`config.mk`:
```
export PLATFORM = sky130hd
export DESIGN_NAME = linescan_seq
export DESIGN_NICKNAME = d
export VERILOG_FILES = /design/src/rtl/lss_pkg.sv /design/src/rtl/lss_cfg.sv /design/src/rtl/lss_clkgen.sv /design/src/rtl/lss_frame_ctrl.sv /design/src/rtl/lss_strobe_gen.sv /design/src/rtl/linescan_seq.sv
export SDC_FILE = /design/constraint.sdc
export NUM_CORES = 1
export LEC_CHECK = 0
export BUFFER_PORTS_ARGS = -buffer_cell sky130_fd_sc_hd__buf_4
export CAP_MARGIN = 10
export CELL_PAD_IN_SITES_DETAIL_PLACEMENT = 1
export CELL_PAD_IN_SITES_GLOBAL_PLACEMENT = 2
export CORE_ASPECT_RATIO = 0.7
export CORE_UTILIZATION = 25
export CTS_CLUSTER_DIAMETER = 30
export DETAILED_ROUTE_END_ITERATION = 8
export PLACE_DENSITY = 0.7
export SETUP_SLACK_MARGIN = 0.2
export SYNTH_ARGS = -nofsm -noshare
export SYNTH_HDL_FRONTEND = slang
export SYNTH_SLANG_ARGS = --single-unit
```
`constraint.sdc`:
```
create_clock -name clk_i -period 2.75 [get_ports clk_i]
set_input_delay 0 -clock clk_i [delete_from_list [all_inputs] [get_ports clk_i]]
set_output_delay 0 -clock clk_i [all_outputs]
set_load 0.05 [all_outputs]
```
`src/rtl/lss_pkg.sv`:
```
package lss_pkg;

   typedef enum logic {
      SEQ_IDLE = 1'b0,
      SEQ_RUN  = 1'b1
   } seq_state_e;

   function automatic int unsigned max2(input int unsigned a, input int unsigned b);
      return (a > b) ? a : b;
   endfunction

endpackage

```
`src/rtl/lss_cfg.sv`:
```
module lss_cfg #(
   parameter int DIV_W      = 16,
   parameter int PER_W      = 20,
   parameter int HALF_FLOOR = 6,
   parameter int HALF_MAX   = 5000,
   parameter int PER_MIN    = 513
) (
   input  logic             clk_i,
   input  logic             rst_ni,
   input  logic             load_i,
   input  logic [DIV_W-1:0] half_div_i,
   input  logic [PER_W-1:0] period_i,
   output logic [DIV_W-1:0] half_o,
   output logic [PER_W-1:0] per_o,
   output logic             warn_o
);

   localparam logic [DIV_W-1:0] HLO = DIV_W'(HALF_FLOOR);
   localparam logic [DIV_W-1:0] HHI = DIV_W'(HALF_MAX);
   localparam logic [PER_W-1:0] PLO = PER_W'(PER_MIN);

   logic [DIV_W-1:0] half_clamp;
   logic [PER_W-1:0] per_clamp;
   logic             per_short;

   always_comb begin
      if (half_div_i < HLO)      half_clamp = HLO;
      else if (half_div_i > HHI) half_clamp = HHI;
      else                       half_clamp = half_div_i;
   end

   assign per_short = (period_i < PLO);
   assign per_clamp = per_short ? PLO : period_i;

   always_ff @(posedge clk_i or negedge rst_ni) begin
      if (!rst_ni) begin
         half_o <= HLO;
         per_o  <= PLO;
         warn_o <= 1'b0;
      end else if (load_i) begin
         half_o <= half_clamp;
         per_o  <= per_clamp;
         if (per_short) warn_o <= 1'b1;
      end
   end

endmodule

```
`src/rtl/lss_clkgen.sv`:
```
module lss_clkgen #(
   parameter int DIV_W = 16
) (
   input  logic             clk_i,
   input  logic             rst_ni,
   input  logic             run_i,
   input  logic [DIV_W-1:0] half_i,
   output logic             sclk_o,
   output logic             rise_o,
   output logic             fall_o
);

   logic [DIV_W-1:0] cnt_q;
   logic             sclk_q;
   logic             tick;

   // tick marks the cycle whose closing edge flips the sensor clock
   assign tick   = run_i && (cnt_q == half_i - DIV_W'(1));
   assign rise_o = tick && !sclk_q;
   assign fall_o = tick && sclk_q;
   assign sclk_o = sclk_q;

   always_ff @(posedge clk_i or negedge rst_ni) begin
      if (!rst_ni) begin
         cnt_q  <= '0;
         sclk_q <= 1'b0;
      end else if (!run_i) begin
         cnt_q  <= '0;
         sclk_q <= 1'b0;
      end else if (tick) begin
         cnt_q  <= '0;
         sclk_q <= !sclk_q;
      end else begin
         cnt_q  <= cnt_q + DIV_W'(1);
      end
   end

endmodule

```
`src/rtl/lss_frame_ctrl.sv`:
```
module lss_frame_ctrl
   import lss_pkg::*;
#(
   parameter int NUM_PIXELS = 512,
   parameter int PER_W      = 20,
   parameter int IDX_W      = 9
) (
   input  logic             clk_i,
   input  logic             rst_ni,
   input  logic             start_i,
   input  logic             cont_i,
   input  logic             rise_i,
   input  logic             fall_i,
   input  logic [PER_W-1:0] per_i,
   output logic             busy_o,
   output logic             si_o,
   output logic             load_o,
   output logic             fstart_o,
   output logic             fdone_o,
   output logic             pix_load_o,
   output logic [IDX_W-1:0] pix_num_o
);

   localparam logic [PER_W-1:0] DONE_EDGE = PER_W'(NUM_PIXELS + 1);
   localparam logic [PER_W-1:0] LAST_PIX  = PER_W'(NUM_PIXELS);

   seq_state_e       st_q;
   logic             si_q;
   logic             fs_q;
   logic             fd_q;
   logic [PER_W-1:0] edge_q;
   logic [PER_W-1:0] edge_nx;
   logic             at_end;
   logic             go_on;
   logic             running;

   assign running    = (st_q == SEQ_RUN);
   // a rising edge that sees the start pulse high restarts the edge count
   assign edge_nx    = si_q ? PER_W'(1) : edge_q + PER_W'(1);
   assign at_end     = running && fall_i && (edge_q == per_i);
   assign go_on      = at_end && cont_i;
   assign load_o     = (!running && start_i) || go_on;
   assign pix_load_o = running && rise_i && (edge_nx <= LAST_PIX);
   assign pix_num_o  = IDX_W'(edge_nx - PER_W'(1));

   assign busy_o   = running;
   assign si_o     = si_q;
   assign fstart_o = fs_q;
   assign fdone_o  = fd_q;

   always_ff @(posedge clk_i or negedge rst_ni) begin
      if (!rst_ni) begin
         st_q   <= SEQ_IDLE;
         si_q   <= 1'b0;
         fs_q   <= 1'b0;
         fd_q   <= 1'b0;
         edge_q <= '0;
      end else begin
         fs_q <= 1'b0;
         fd_q <= 1'b0;
         if (!running) begin
            if (start_i) begin
               st_q   <= SEQ_RUN;
               si_q   <= 1'b1;
               edge_q <= '0;
            end
         end else begin
            if (rise_i) begin
               edge_q <= edge_nx;
               fs_q   <= si_q;
               fd_q   <= (edge_nx == DONE_EDGE);
            end
            if (fall_i) begin
               if (edge_q == PER_W'(1)) si_q <= 1'b0;
               if (at_end) begin
                  if (cont_i) si_q <= 1'b1;
                  else        st_q <= SEQ_IDLE;
               end
            end
         end
      end
   end

endmodule

```
`src/rtl/lss_strobe_gen.sv`:
```
module lss_strobe_gen #(
   parameter int IDX_W      = 9,
   parameter int SETTLE_CYC = 10
) (
   input  logic             clk_i,
   input  logic             rst_ni,
   input  logic             pix_load_i,
   input  logic [IDX_W-1:0] pix_num_i,
   output logic             stb_o,
   output logic [IDX_W-1:0] idx_o
);

   logic             stb_q;
   logic             pend_q;
   logic [IDX_W-1:0] idx_pend_q;
   logic [IDX_W-1:0] idx_q;
   logic             fire;

   assign stb_o = stb_q;
   assign idx_o = idx_q;

   generate
      if (SETTLE_CYC == 1) begin : g_direct
         assign fire = pend_q;
      end else begin : g_count
         localparam int CW = $clog2(SETTLE_CYC + 1);
         logic [CW-1:0] dly_q;
         assign fire = pend_q && (dly_q == CW'(1));
         always_ff @(posedge clk_i or negedge rst_ni) begin
            if (!rst_ni)         dly_q <= '0;
            else if (pix_load_i) dly_q <= CW'(SETTLE_CYC);
            else if (pend_q)     dly_q <= dly_q - CW'(1);
         end
      end
   endgenerate

   always_ff @(posedge clk_i or negedge rst_ni) begin
      if (!rst_ni) begin
         stb_q      <= 1'b0;
         pend_q     <= 1'b0;
         idx_pend_q <= '0;
         idx_q      <= '0;
      end else begin
         stb_q <= 1'b0;
         if (pix_load_i) begin
            pend_q     <= 1'b1;
            idx_pend_q <= pix_num_i;
         end else if (fire) begin
            pend_q <= 1'b0;
            stb_q  <= 1'b1;
            idx_q  <= idx_pend_q;
         end
      end
   end

endmodule

```
`src/rtl/linescan_seq.sv`:
```
module linescan_seq
   import lss_pkg::*;
#(
   parameter int NUM_PIXELS = 512,
   parameter int DIV_W      = 16,
   parameter int PER_W      = 20,
   parameter int HALF_MIN   = 3,
   parameter int HALF_MAX   = 5000,
   parameter int SETTLE_CYC = 10,
   localparam int IDX_W     = $clog2(NUM_PIXELS)
) (
   input  logic             clk_i,
   input  logic             rst_ni,
   input  logic [DIV_W-1:0] half_div_i,
   input  logic [PER_W-1:0] period_i,
   input  logic             start_i,
   input  logic             cont_i,
   output logic             sen_si_o,
   output logic             sen_clk_o,
   output logic             adc_strobe_o,
   output logic [IDX_W-1:0] pix_idx_o,
   output logic             frame_start_o,
   output logic             frame_done_o,
   output logic             busy_o,
   output logic             period_warn_o
);

   localparam int HALF_FLOOR = max2(HALF_MIN, SETTLE_CYC / 2 + 1);
   localparam int PER_MIN    = NUM_PIXELS + 1;

   generate
      if (NUM_PIXELS < 2) begin : g_err_np
         $error("NUM_PIXELS must be at least 2");
      end
      if (SETTLE_CYC < 1) begin : g_err_settle
         $error("SETTLE_CYC must be at least 1");
      end
      if (HALF_MAX < HALF_FLOOR) begin : g_err_half
         $error("HALF_MAX is below the derived half-period floor");
      end
      if (PER_W > 30 || PER_MIN >= (1 << PER_W)) begin : g_err_per
         $error("PER_W cannot hold NUM_PIXELS+1");
      end
      if (DIV_W > 30 || HALF_MAX >= (1 << DIV_W)) begin : g_err_div
         $error("DIV_W cannot hold HALF_MAX");
      end
   endgenerate

   logic [DIV_W-1:0] half_eff;
   logic [PER_W-1:0] per_eff;
   logic             load;
   logic             run;
   logic             rise_ev;
   logic             fall_ev;
   logic             pix_load;
   logic [IDX_W-1:0] pix_num;

   lss_cfg #(
      .DIV_W(DIV_W), .PER_W(PER_W), .HALF_FLOOR(HALF_FLOOR),
      .HALF_MAX(HALF_MAX), .PER_MIN(PER_MIN)
   ) u_cfg (
      .clk_i(clk_i), .rst_ni(rst_ni), .load_i(load),
      .half_div_i(half_div_i), .period_i(period_i),
      .half_o(half_eff), .per_o(per_eff), .warn_o(period_warn_o)
   );

   lss_clkgen #(.DIV_W(DIV_W)) u_clkgen (
      .clk_i(clk_i), .rst_ni(rst_ni), .run_i(run), .half_i(half_eff),
      .sclk_o(sen_clk_o), .rise_o(rise_ev), .fall_o(fall_ev)
   );

   lss_frame_ctrl #(.NUM_PIXELS(NUM_PIXELS), .PER_W(PER_W), .IDX_W(IDX_W)) u_ctrl (
      .clk_i(clk_i), .rst_ni(rst_ni), .start_i(start_i), .cont_i(cont_i),
      .rise_i(rise_ev), .fall_i(fall_ev), .per_i(per_eff),
      .busy_o(run), .si_o(sen_si_o), .load_o(load),
      .fstart_o(frame_start_o), .fdone_o(frame_done_o),
      .pix_load_o(pix_load), .pix_num_o(pix_num)
   );

   lss_strobe_gen #(.IDX_W(IDX_W), .SETTLE_CYC(SETTLE_CYC)) u_stb (
      .clk_i(clk_i), .rst_ni(rst_ni), .pix_load_i(pix_load), .pix_num_i(pix_num),
      .stb_o(adc_strobe_o), .idx_o(pix_idx_o)
   );

   assign busy_o = run;

endmodule

```
# ---- After elaboration in Yosys (flattened, before gate mapping)
# Cells that the tools add are included.
dict set report totals {
  register_bits 102
}
dict set report classes {
  addsub 5
  magnitude_cmp 4
  eq_ne 8
  n_mux 32
  bitwise_logic 1
  reduce_logical 20
}
# op count
set op_table {}
lappend op_table {{2-to-1 mux 20 bit} 5}
lappend op_table {{2-to-1 mux 16 bit} 4}
lappend op_table {{2-to-1 mux 1 bit} 21}
lappend op_table {{adder 20 x 1 -> 20 bit (second input constant)} 1}
lappend op_table {{equality test 20 x 1 -> 1 bit (second input constant)} 1}
lappend op_table {{equality test 20 x 10 -> 1 bit (second input constant)} 1}
lappend op_table {{equality test 20 bit} 1}
lappend op_table {{<= comparator 20 x 10 -> 1 bit (second input constant)} 1}
lappend op_table {{less-than comparator 20 x 10 -> 1 bit (second input constant)} 1}
lappend op_table {{adder 16 x 1 -> 16 bit (second input constant)} 1}
lappend op_table {{equality test 16 bit} 1}
lappend op_table {{greater-than comparator 16 x 13 -> 1 bit (second input constant)} 1}
lappend op_table {{less-than comparator 16 x 3 -> 1 bit (second input constant)} 1}
lappend op_table {{subtractor 16 x 1 -> 16 bit (second input constant)} 1}
lappend op_table {{logical AND 1 bit} 10}
lappend op_table {{subtractor 9 x 1 -> 9 bit (second input constant)} 1}
lappend op_table {{2-to-1 mux 4 bit} 2}
lappend op_table {{AND reduction 2 bit} 4}
lappend op_table {{nonzero test 2 bit} 3}
lappend op_table {{equality test 4 x 1 -> 1 bit (second input constant)} 1}
lappend op_table {{inequality test 2 x 1 -> 1 bit (second input constant)} 2}
lappend op_table {{subtractor 4 x 1 -> 4 bit (second input constant)} 1}
lappend op_table {{zero test 1 bit} 2}
lappend op_table {{inequality test 2 bit (second input constant)} 1}
lappend op_table {{2 further kinds} 2}

# ---- Longest topological paths before layout
# Gate-level depths: netlist (run 1).
dict set report depth {
  depth_word 9
  mapped_depth 13
  depth_no_buf 10
}

# ---- Cells and area by module
# A second synthesis (run 1) with hierarchy kept.
dict set report hier_totals {
  hier_cells 613
  hier_area_um2 6092.1
}
# mod instances cells_each area_per_inst_um2
set by_module_without_submodules {}
lappend by_module_without_submodules {lss_frame_ctrl 1 268 2160.8}
lappend by_module_without_submodules {lss_cfg 1 126 1580.3}
lappend by_module_without_submodules {lss_clkgen 1 155 1348.8}
lappend by_module_without_submodules {lss_strobe_gen 1 64 1002.2}

# ---- Least setup slack after synthesis (run 1)
# No wires, ideal clock.
dict set report synth_timing {
  kind {reg2reg}
  startpoint {register u_cfg.half_o[0]}
  endpoint {register u_cfg.per_o[14]}
  setup_time_ps 125
  arrival_time_ps 2911
  required_time_ps 2625
  setup_slack_ps -286
  path_stages_with_launch 12
  synth_period_minus_slack_ps 3036
  path_cell_list {dfrtp_1 inv_1 ha_1 or4b_1 nor3_1 xnor2_1 nor4b_2 nand4_1 o21ai_2 buf_6 buf_12 mux2_4}
}
dict set report synth_between {
  elab_chain_len 8
}
# element line
set synth_rtl {}
lappend synth_rtl {{start: declaration} lss_cfg.sv:13} ;# output logic [DIV_W-1:0] half_o,
lappend synth_rtl {{start signal: assignment} lss_cfg.sv:41} ;# half_o <= half_clamp;
lappend synth_rtl {{subtractor 16 x 1 -> 16 bit} lss_clkgen.sv:18} ;# assign tick = run_i && (cnt_q == half_i - DIV_W'(1));
lappend synth_rtl {{equality test 16 bit} lss_clkgen.sv:18}
lappend synth_rtl {{logical AND 1 bit} lss_clkgen.sv:18}
lappend synth_rtl {{logical AND 1 bit} lss_clkgen.sv:20} ;# assign fall_o = tick && sclk_q;
lappend synth_rtl {{logical AND 1 bit (2 in series)} lss_frame_ctrl.sv:40} ;# assign at_end = running && fall_i && (edge_q == per_i);
lappend synth_rtl {{logical AND 1 bit} lss_frame_ctrl.sv:41} ;# assign go_on = at_end && cont_i;
lappend synth_rtl {{logical OR 1 bit} lss_frame_ctrl.sv:42} ;# assign load_o = (!running && start_i) || go_on;
lappend synth_rtl {{end signal: assignment} lss_cfg.sv:42} ;# per_o <= per_clamp;
lappend synth_rtl {{end: declaration} lss_cfg.sv:14} ;# output logic [PER_W-1:0] per_o,
# Every way passes these cells.
# A chain may end at the register's enable or synchronous reset.

# ---- Worst setup path in the final report (run 1)
dict set report layout_timing {
  startpoint {register u_cfg.half_o[0]}
  endpoint {register u_cfg.per_o[6]}
}
# The elaborated chain is that of the path after synthesis.

==> run summary, run 1 <==
Critical path capture point type - register
Post-synthesis instance area - 0.00607 mm2
Crit path time final - 2.99 ns
CP max FO - 9
Simple-gate share of the synthesized area - 22.5%
DRC - 0
Core Area - 0.0238 mm2
Root buffer cell - clkbuf_16
TritonRoute pass-1 iters - 4
Die X - 188 um
CP cell instances - inv_2 > ha_4 > or4b_4 > nor3_2 > a211oi_2 > nor4b_4 > nand4_1 > o21ai_4 > buf_12 > buf_12 > mux2_2
Iteration-0 DRC count of the detailed router - 267
Initial Utilization - 25.5%
Final Hold Viols - 0
Tot GR Track Use - 17.1%
Largest family of logic cells by synthesized area - simple AND/OR/NAND/NOR gates
HPWL Detailed - 14,800 um
Pleak - 0.00383 uW
WHS Path Cells - 3
Critical Path AT - 3.25 ns
Via count of the first global-routing pass - 5,659
Register area share after synthesis - 42.1%
Final worst path period share - 109%
Total Wirelength - 20,700 um
Average instance area after synthesis - 9.59 um2
Vias per cell - 4.61
Slowest CP cell - or4b_4
CP peak stage delay - 0.53 ns
Compound-Gate Fraction of Synth Area - 8.31%
Status - finished, violations left
Port-buffer cells - 55
TritonCTS clock tree - built
Final setup viols - 92
Mux cell area share after synthesis - 8.93%
Area delta synth->final - 47.1%
Clock sink total - 102
Fraction of layout cells with a size suffix above 1 - 40.2%
Total Power - 4400 uW
Total CTS buffers - 9
Slew Viols, Final - 0
CTS H-tree lvls - 3
Worst Hold Class - in -> reg
Max cap viols - 0
DR vias - 5,300
Peak VDD IR - 0.000316 V
XOR/XNOR Fraction of Synth Area - 11.8%
FILL cells - 2,721
Async SR Flop Fraction - 100%
Crit path launch type - register
Mapped Nets - 681
Final #Nets - 874
Ports - 56
WS Path Type - reg -> reg
Post-Syn Instances - 633
Initial antenna violation count - 0
Setup TNS - -13.27 ns
FMAX - 334 MHz
EDFF count, synth - 0
Worst slew margin - 36.9%
Routability congestion estimate - 0.818
Die Ht - 132 um
Worst flop-to-flop path endpoint - u_cfg.per_o[6]$_DFFE_PN0P_
Clock Latency Late Sink - 0.38 ns
DP Cell Count - 1,075
Unique masters post-synth - 61
First-pass GRT wire length - 32,700 um
Diodes inserted - 0
Dpl ws - -0.348 ns
RSZ-0062 raised after global routing - true
DRT antenna net count - 0
Worst hold endpoint - u_cfg.per_o[4]$_DFFE_PN0P_
Finished Layout Cells - 1,149
Final clock skew - 0.0215 ns
Clock slew at reported path FFs - 0.08 ns
R2R depth - 11
Failing checks - setup timing
Site Rows - 47
Crit path top cell by count - buf_12
Synth Warn # - 0
Post-DR wirelength/cell - 18.0 um
R2r startpoint - u_cfg.half_o[0]$_DFFE_PN0P_
Synth Register Bits - 102
Clk buf depth - 2
Post-Synth Adder-Cell Area - 1.65%
Register-to-Register Setup Slack - -0.24 ns
Die area - 0.0249 mm2
Largest net degree at the start of global routing - 56
GRT Residual Overflow - 0
Synth Flop Type - dfrtp_1
Power density over the cells - 493 mW/mm2
Slew @ Worst Pin - 0.944 ns
Hold path startpoint - period_i[4]
Post-layout util - 37.6%
Critical path data required time - 3.01 ns
Final WS setup - -0.241 ns
## metal layers
layer  GRT usage (%)  up-vias  routed length [um]
li1                -     2584                   -
met1            25.8     2620               10900
met2            24.5       83                8670
met3            3.51       13                 914
met4            4.07        0                 188
met5               0        -                   0
## worst max-delay path: cells and delay by family (launching register included)
family / cells / cell delay, ns
compound gates: 2 / 0.34
fa+ha+maj: 1 / 0.13
buf+inv: 3 / 0.36
flops: 1 / 0.40
mux: 1 / 0.32
simple gates: 4 / 1.32
## registers in the layout, indices dropped and copies added, names as in the netlist
register and cells:
u_cfg.per_o 20, u_ctrl.edge_q 20, u_cfg.half_o 16, u_clkgen.cnt_q 16
u_stb.idx_o 9, u_stb.idx_pend_q 9, u_stb.g_count.dly_q 4, u_cfg.warn_o 1
u_clkgen.sclk_o 1, u_ctrl.busy_o 1, u_ctrl.fdone_o 1, u_ctrl.fstart_o 1
u_ctrl.si_o 1, u_stb.pend_q 1, u_stb.stb_o 1
## synthesized netlist by cell type, types with 2 or more instances
library cell | number | area, um2
nand2_1 | 55 | 206
nand2b_1 | 10 | 62.6
xnor2_1 | 42 | 368
dfstp_2 | 4 | 105
a31oi_1 | 4 | 25.0
nor2b_1 | 15 | 93.8
ha_1 | 8 | 100
nor3_1 | 13 | 65.1
o211ai_1 | 2 | 15.0
a21oi_1 | 11 | 55.1
inv_1 | 22 | 82.6
nand3_1 | 35 | 175
or2_2 | 5 | 31.3
nor4_2 | 2 | 25.0
nand4_1 | 14 | 87.6
mux2i_1 | 14 | 140
o21bai_1 | 2 | 15.0
nor4_1 | 17 | 106
clkbuf_1 | 27 | 101
o2111a_1 | 2 | 22.5
nor2_1 | 51 | 191
or3_1 | 5 | 31.3
and3_1 | 12 | 75.1
mux2_4 | 5 | 75.1
o21ai_2 | 11 | 96.3
o21ai_0 | 22 | 110
nor3b_1 | 6 | 45.0
xor2_1 | 40 | 350
mux2_2 | 29 | 327
dfrtp_1 | 98 | 2450
or4_1 | 3 | 22.5
a21o_1 | 2 | 15.0
buf_2 | 4 | 20.0
o31a_1 | 4 | 35.0
nand3b_1 | 4 | 30.0
a211oi_1 | 4 | 30.0
buf_1 | 2 | 7.51
buf_6 | 4 | 45.0
## area by class of cell
| cell class | count | area [um2] | share of cell area [%] |
|---|---|---|---|
| clock inverters | 5 | 41.3 | 0.463 |
| well taps | 318 | 398 | 4.46 |
| flip-flops and latches | 102 | 2560 | 28.7 |
| multi-input cells | 471 | 3670 | 41.1 |
| inverters | 22 | 82.6 | 0.925 |
| clock buffers | 11 | 233 | 2.61 |
| repair buffers | 220 | 1950 | 21.8 |
## where the power goes
group	leakage [uW]	internal (uW)	switching [uW]
Sequential	0.00132	1700	236
Combinational	0.00238	654	549
Clock	0.000127	626	642
## stage by stage
step                      instance area (um2)  hold slack (ns)
after global routing                     8930          0.00783
after floorplan                          6180           -0.296
after global placement                   7610           0.0822
final                                    8930          0.00528
after CTS                                8730          0.00317
after detailed placement                 7610           0.0922
## kinds of logic (layout without fill, tap and decap cells)
family                     Yosys count  in the layout
AOI/OAI and AO/OA                   74             74
xor gates and xnor gates            82             82
adders and majority gates            8              8
buffers and inverters               61            258
DFF                                102            102
muxes                               48             48
and+or+nand+nor                    258            259
## layout by cell type, fill, tap and decap left out, drive strengths merged, types with 7 or more instances in the layout
cell type,synthesis,layout
buf,12,192
dfrtp,98,98
nand2,55,55
nor2,51,51
xnor2,42,42
xor2,40,40
nand3,36,37
mux2,34,34
o21ai,34,34
dlygate4sd3,0,26
inv,22,25
nor4,19,19
nand4,15,15
nor2b,15,15
mux2i,14,14
nor3,14,14
clkbuf,27,13
and3,12,12
a21oi,11,11
nand2b,10,10
ha,8,8
nor3b,7,7
## timing repair
item | in CTS | in global routing
hold buffers | 26 | 0
gates cloned | 4 | 1
pin swaps | 24 | 11
buffers inserted | 20 | 7
setup endpoints to repair | 102 | 102
endpoints found under the hold margin | 72 | 0
resized for setup | 98 | 32
## worst max-delay path by stage
stage,start,endpoint,slack (ns),cells after the start
after floorplan,u_cfg.half_o[0]$_DFFE_PN0P_,u_cfg.per_o[14]$_DFFE_PN0P_,-0.15,12
final,u_cfg.half_o[0]$_DFFE_PN0P_,u_cfg.per_o[6]$_DFFE_PN0P_,-0.24,11
after detailed placement,u_cfg.half_o[1]$_DFFE_PN1P_,u_cfg.per_o[8]$_DFFE_PN0P_,-0.35,12
after CTS,u_cfg.half_o[5]$_DFFE_PN0P_,u_cfg.per_o[3]$_DFFE_PN0P_,-0.19,10
after global routing,u_cfg.half_o[0]$_DFFE_PN0P_,u_cfg.per_o[6]$_DFFE_PN0P_,-0.38,11
after global placement,u_cfg.half_o[1]$_DFFE_PN1P_,u_cfg.half_o[8]$_DFFE_PN0P_,-0.33,12
(Power assumes the default switching activity.)
==> run 2: changes to the inputs <==
GPL_TIMING_DRIVEN = 0   (was not set)
PLACE_DENSITY = 0.69   (was 0.7)
SYNTH_HIERARCHICAL = 1   (was not set)
==> run summary, run 2 <==
Mapped Nets - 662
Leading cell type by number of instances after synthesis - dfrtp_1
GRT Residual Overflow - 0
Clock slew at reported path FFs - 0.07 ns
Slowest CP cell - or4_4
Most frequent cells in the layout - dfrtp_1 (94), buf_4 (91), xor2_1 (40)
Area delta synth->final - 49.5%
Critical path capture point type - register
Power density over the cells - 521 mW/mm2
Slew @ Worst Pin - 0.671 ns
Final setup viols - 102
Cell accounting for the most synthesized area - dfrtp_1
Most common cell after layout, fill and taps aside - dfrtp_1
Initial antenna violation count - 0
Synth Warn # - 6
Register area share after synthesis - 42.0%
EDFF count, synth - 0
Failing checks - setup timing
Tot GR Track Use - 16.4%
Vias per cell - 4.87
CP max FO - 5
Diodes inserted - 0
Die Ht - 133 um
Clock sink total - 102
Crit path time final - 4.06 ns
Pleak - 0.00383 uW
Root buffer cell - clkbuf_16
Final worst path period share - 148%
Total CTS buffers - 9
Crit path launch type - register
First-pass GRT wire length - 32,000 um
Critical Path AT - 4.31 ns
Worst slew margin - 54.8%
Die X - 189 um
Critical path data required time - 3.00 ns
Site Rows - 47
TritonCTS clock tree - built
Post-synth top cells - dfrtp_1 (98), nor2_1 (64), xor2_1 (40)
Top Registers - u_cfg/per_o (20), u_ctrl/edge_q (20)
DRT antenna net count - 0
Area contributors post-synth - dfrtp_1 (40%), xor2_1 (5.8%), xnor2_1 (4.5%)
Synth Flop Type - dfrtp_1
Peak VDD IR - 0.000342 V
Total Wirelength - 20,100 um
Initial Utilization - 25.6%
Worst Hold Class - in -> reg
Die area - 0.0250 mm2
Ports - 56
Port-buffer cells - 55
Final clock skew - 0.0176 ns
Routability congestion estimate - 0.848
Buf/Inv on CP - 4
FMAX - 246 MHz
Slew Viols, Final - 0
Crit path top cell by count - buf_6
Setup TNS - -94.47 ns
Fraction of layout cells with a size suffix above 1 - 39.1%
Max cap viols - 0
Via count of the first global-routing pass - 5,637
Clock Latency Late Sink - 0.37 ns
Worst path top cell family by delay - simple AND/OR/NAND/NOR gates
Post-DR wirelength/cell - 18.2 um
Post-Syn Instances - 613
Clk buf depth - 2
Iteration-0 DRC count of the detailed router - 245
DRC - 0
Post-synthesis instance area - 0.00609 mm2
Final #Nets - 833
Average instance area after synthesis - 9.94 um2
CTS H-tree lvls - 3
Largest net degree at the start of global routing - 60
TritonRoute pass-1 iters - 4
Status - finished, violations left
Synth Register Bits - 102
Share of the synthesized area in the top cell type - 40.3%
WS Path Type - reg -> reg
Final Hold Viols - 0
CP cell instances - or4_4 > buf_6 > or4_4 > a211oi_4 > o22ai_4 > nor4_4 > and3_1 > nand2_2 > nor3_4 > nor3b_4 > or2_4 > buf_6 > buf_6 > bufbuf_16 > mux2i_4 > nor2_4
Hold slack - 0.184 ns
Final WS setup - -1.31 ns
Core Area - 0.0238 mm2
Async SR Flop Fraction - 100%
CP peak stage delay - 0.54 ns
RSZ-0062 raised after global routing - true
HPWL Detailed - 13,500 um
Post-layout util - 38.3%
Unique masters post-synth - 78
DR vias - 5,386
run 2: cell count changes after synthesis, sizes merged, moves of 8 or more:
cell,before,now
buf,12,23
clkbuf,27,17
nand2,55,22
nand3,36,17
nor2,51,65
nor2b,15,7
nor3,14,23
xnor2,42,31
run 2: area by class of cell:
type	count	area [um2]
Tap cell	318	398
Buffer	40	365
Multi-Input combinational cell	452	3830
Fill cell	2608	14700
Clock buffer	12	246
Clock inverter	3	21.3
Sequential cell	102	2560
Inverter	19	76.3
Timing Repair Buffer	160	1600
run 2: path summary, 6_finish.rpt:
path | endpoint | from | cells past startpoint | slack [ns]
setup / recovery | u_cfg/per_o[3]$_DFFE_PN0P_ | u_cfg/half_o[8]$_DFFE_PN0P_ | 16 | -1.31
hold / removal | u_cfg/half_o[2]$_DFFE_PN1P_ | half_div_i[14] | 5 | 0.18
setup reg to reg | u_cfg/per_o[3]$_DFFE_PN0P_ | u_cfg/half_o[8]$_DFFE_PN0P_ | 16 | -1.31
hold reg to reg | u_cfg/warn_o$_DFFE_PN0P_ | u_cfg/warn_o$_DFFE_PN0P_ | 1 | 0.48
max in group asynchronous | u_cfg/per_o[0]$_DFFE_PN1P_ | rst_ni | 3 | 1.78
min in group asynchronous | u_stb/idx_o[2]$_DFFE_PN0P_ | rst_ni | 2 | 0.21
run 2: cell families (layout without fill, tap and decap cells):
kind of cell | Yosys count | count (layout) | synth area share, %
AO/OA/AOI/OAI | 108 | 108 | 12.3
XOR/XNOR | 71 | 71 | 10.2
adder cells (fa/ha/maj) | 9 | 9 | 1.85
buffers and inverters | 59 | 234 | 4.79
flip-flops | 102 | 102 | 42.0
multiplexers | 38 | 38 | 7.31
AND/OR/NAND/NOR | 226 | 226 | 21.5
run 2: tightest hold or removal path, stage by stage:
cell and delay, ns:
buf_4 0.09, nor3_1 0.05, and2_1 0.17, a31oi_4 0.19, nor2_2 0.05
run 2: layer usage:
metal  share of wire, %  GRT usage [%]  vias up
met2                 45           25.1       97
met1                 50           23.8     2726
met3                3.7           3.08       17
met5                  0              0        -
li1                   -              -     2546
met4               0.98           3.36        0
run 2: report_power, final:
group          internal [uW]  total [uW]  switching (uW)
Sequential              1700        1930             222
Combinational            699        1580             879
Clock                    636        1240             601
Total                   3040        4740            1700
run 2: per-stage QoR:
step	power (uW)	cell area [um2]	setup WS [ns]	std cells
global placement	3150	7060	-1.68	986
CTS	4670	8520	-1.29	1085
floorplan	2780	6250	-1.06	613
detailed placement	3220	7080	-1.76	987
global route	5020	9110	-1.45	1106
finish	4740	9110	-1.31	1106
run 2: repair_timing:
item	4_1_cts	5_1_grt
setup buffers	39	18
hold endpoints to repair	79	0
hold buffers	37	0
setup endpoints to repair	102	102
resized for setup	98	99
cloned	7	3
pin swaps	17	18
==> run 3: changes to the inputs <==
RECOVER_POWER = 25   (was not set)
==> run summary, run 3 (synthesis results as in run 2) <==
Status - finished, violations left
Failing checks - setup timing
Reg power frac - 40.6%
Peak VDD IR - 0.000342 V
Port-buffer cells - 55
Top Registers - u_cfg/per_o (20), u_ctrl/edge_q (20)
Critical path data required time - 3.00 ns
First-pass GRT wire length - 32,000 um
Final clock skew - 0.0176 ns
Most common cell after layout, fill and taps aside - dfrtp_1
DR vias - 5,386
Iteration-0 DRC count of the detailed router - 245
RSZ-0062 raised after global routing - true
Max cap viols - 0
Vias per cell - 4.87
Via count of the first global-routing pass - 5,637
Area delta synth->final - 49.5%
Die X - 189 um
Total CTS buffers - 9
WS Path Type - reg -> reg
Post-layout util - 38.3%
Most frequent cells in the layout - dfrtp_1 (94), buf_4 (90), xor2_1 (40)
CP max FO - 5
Tot GR Track Use - 16.4%
Die Ht - 133 um
Clock Latency Late Sink - 0.37 ns
Switching part of the total power - 35.9%
Largest net degree at the start of global routing - 60
Clock slew at reported path FFs - 0.07 ns
Worst Hold Class - in -> reg
Crit path launch type - register
Ports - 56
Total Wirelength - 20,100 um
Final #Nets - 833
Crit path time final - 4.06 ns
Slew @ Worst Pin - 1.22 ns
Clk buf depth - 2
DRC - 0
Diodes inserted - 0
FMAX - 246 MHz
Site Rows - 47
Final worst path period share - 148%
Sequential Area - 0.00256 mm2
Root buffer cell - clkbuf_16
Critical Path AT - 4.31 ns
Final setup viols - 102
Critical path capture point type - register
Routability congestion estimate - 0.848
WHS Path Cells - 5
Final Hold Viols - 0
GRT Residual Overflow - 0
Post-DR wirelength/cell - 18.2 um
Gate power share - 33.3%
Clk pwr share - 26.1%
Core Area - 0.0238 mm2
Worst slew margin - 18.9%
HPWL Detailed - 13,500 um
Slew Viols, Final - 0
CTS H-tree lvls - 3
Power density over the cells - 521 mW/mm2
Pleak - 0.00383 uW
Final WS setup - -1.31 ns
Die area - 0.0250 mm2
Setup TNS - -94.47 ns
Cell Int Power - 3040 uW
Initial antenna violation count - 0
Initial Utilization - 25.6%
DRT antenna net count - 0
TritonRoute pass-1 iters - 4
TritonCTS clock tree - built
Psw - 1700 uW
R2R depth - 16
Clock sink total - 102
FILL cells - 2,609
Multi-input gate area - 0.00383 mm2
Fraction of layout cells with a size suffix above 1 - 39.1%
[run 3: path summary, 6_finish.rpt]
kind                                                   from                           to  slack, ns
worst max-delay path            u_cfg/half_o[8]$_DFFE_PN0P_   u_cfg/per_o[3]$_DFFE_PN0P_      -1.31
max in group asynchronous                            rst_ni   u_cfg/per_o[0]$_DFFE_PN1P_       1.38
min in group asynchronous                            rst_ni   u_stb/idx_o[2]$_DFFE_PN0P_       0.43
worst min register to register     u_cfg/warn_o$_DFFE_PN0P_     u_cfg/warn_o$_DFFE_PN0P_       0.48
worst max register to register  u_cfg/half_o[8]$_DFFE_PN0P_   u_cfg/per_o[3]$_DFFE_PN0P_      -1.31
worst min-delay path                         half_div_i[14]  u_cfg/half_o[2]$_DFFE_PN1P_       0.18
[run 3: worst max-delay path, cell delays in order, from the launching register on]
cell and delay (ns):
dfrtp_1 0.39, or4_4 0.54, buf_6 0.14, or4_4 0.50, a211oi_4 0.20, o22ai_4 0.11, nor4_4 0.29, and3_1 0.24
nand2_2 0.10, nor3_4 0.22, nor3b_4 0.24, or2_4 0.16, buf_6 0.11, buf_6 0.11, bufbuf_16 0.27, mux2i_4 0.26
nor2_4 0.06
[run 3: power by group through the flow]
stage	clock, uW	sequential, uW	combinational (uW)
after CTS	1290	1920	1460
final	1240	1930	1580
after floorplan	0	1900	879
after global routing	1340	1960	1730
after detailed placement	0	1950	1280
after global placement	0	1930	1210
[run 3: stage by stage]
| step | power (uW) | instance area [um2] | hold WS [ns] | setup slack (ns) | instances |
|---|---|---|---|---|---|
| CTS | 4670 | 8520 | 0.131 | -1.29 | 1085 |
| detailed placement | 3220 | 7080 | 0.0617 | -1.76 | 987 |
| global route | 5020 | 9100 | 0.198 | -1.45 | 1106 |
| finish | 4740 | 9100 | 0.184 | -1.31 | 1106 |
| global placement | 3150 | 7060 | 0.240 | -1.68 | 986 |
| floorplan | 2780 | 6250 | -0.296 | -1.06 | 613 |
[run 3: what timing repair did]
item,4_1_cts,5_1_grt
endpoints found under the hold margin,79,0
gates resized for setup,98,99
gates cloned,7,3
hold buffers,37,0
pin swaps,17,18
setup buffers,39,18
setup endpoints to repair,102,102
[run 3: layer usage]
metal | track usage, % | vias up | wire length, um
met5 | 0 | - | 0
li1 | - | 2546 | -
met4 | 3.36 | 0 | 197
met1 | 23.8 | 2726 | 10100
met2 | 25.1 | 97 | 9140
met3 | 3.08 | 17 | 742
[run 3: layout make-up]
type	instances	area share, %
multi-input combinational	452	42.1
buffer	40	4.01
sequential	102	28.1
clock inverter	3	0.234
clock buffer	12	2.71
timing repair buffer	160	17.6
inverter	19	0.838
tap	318	4.37
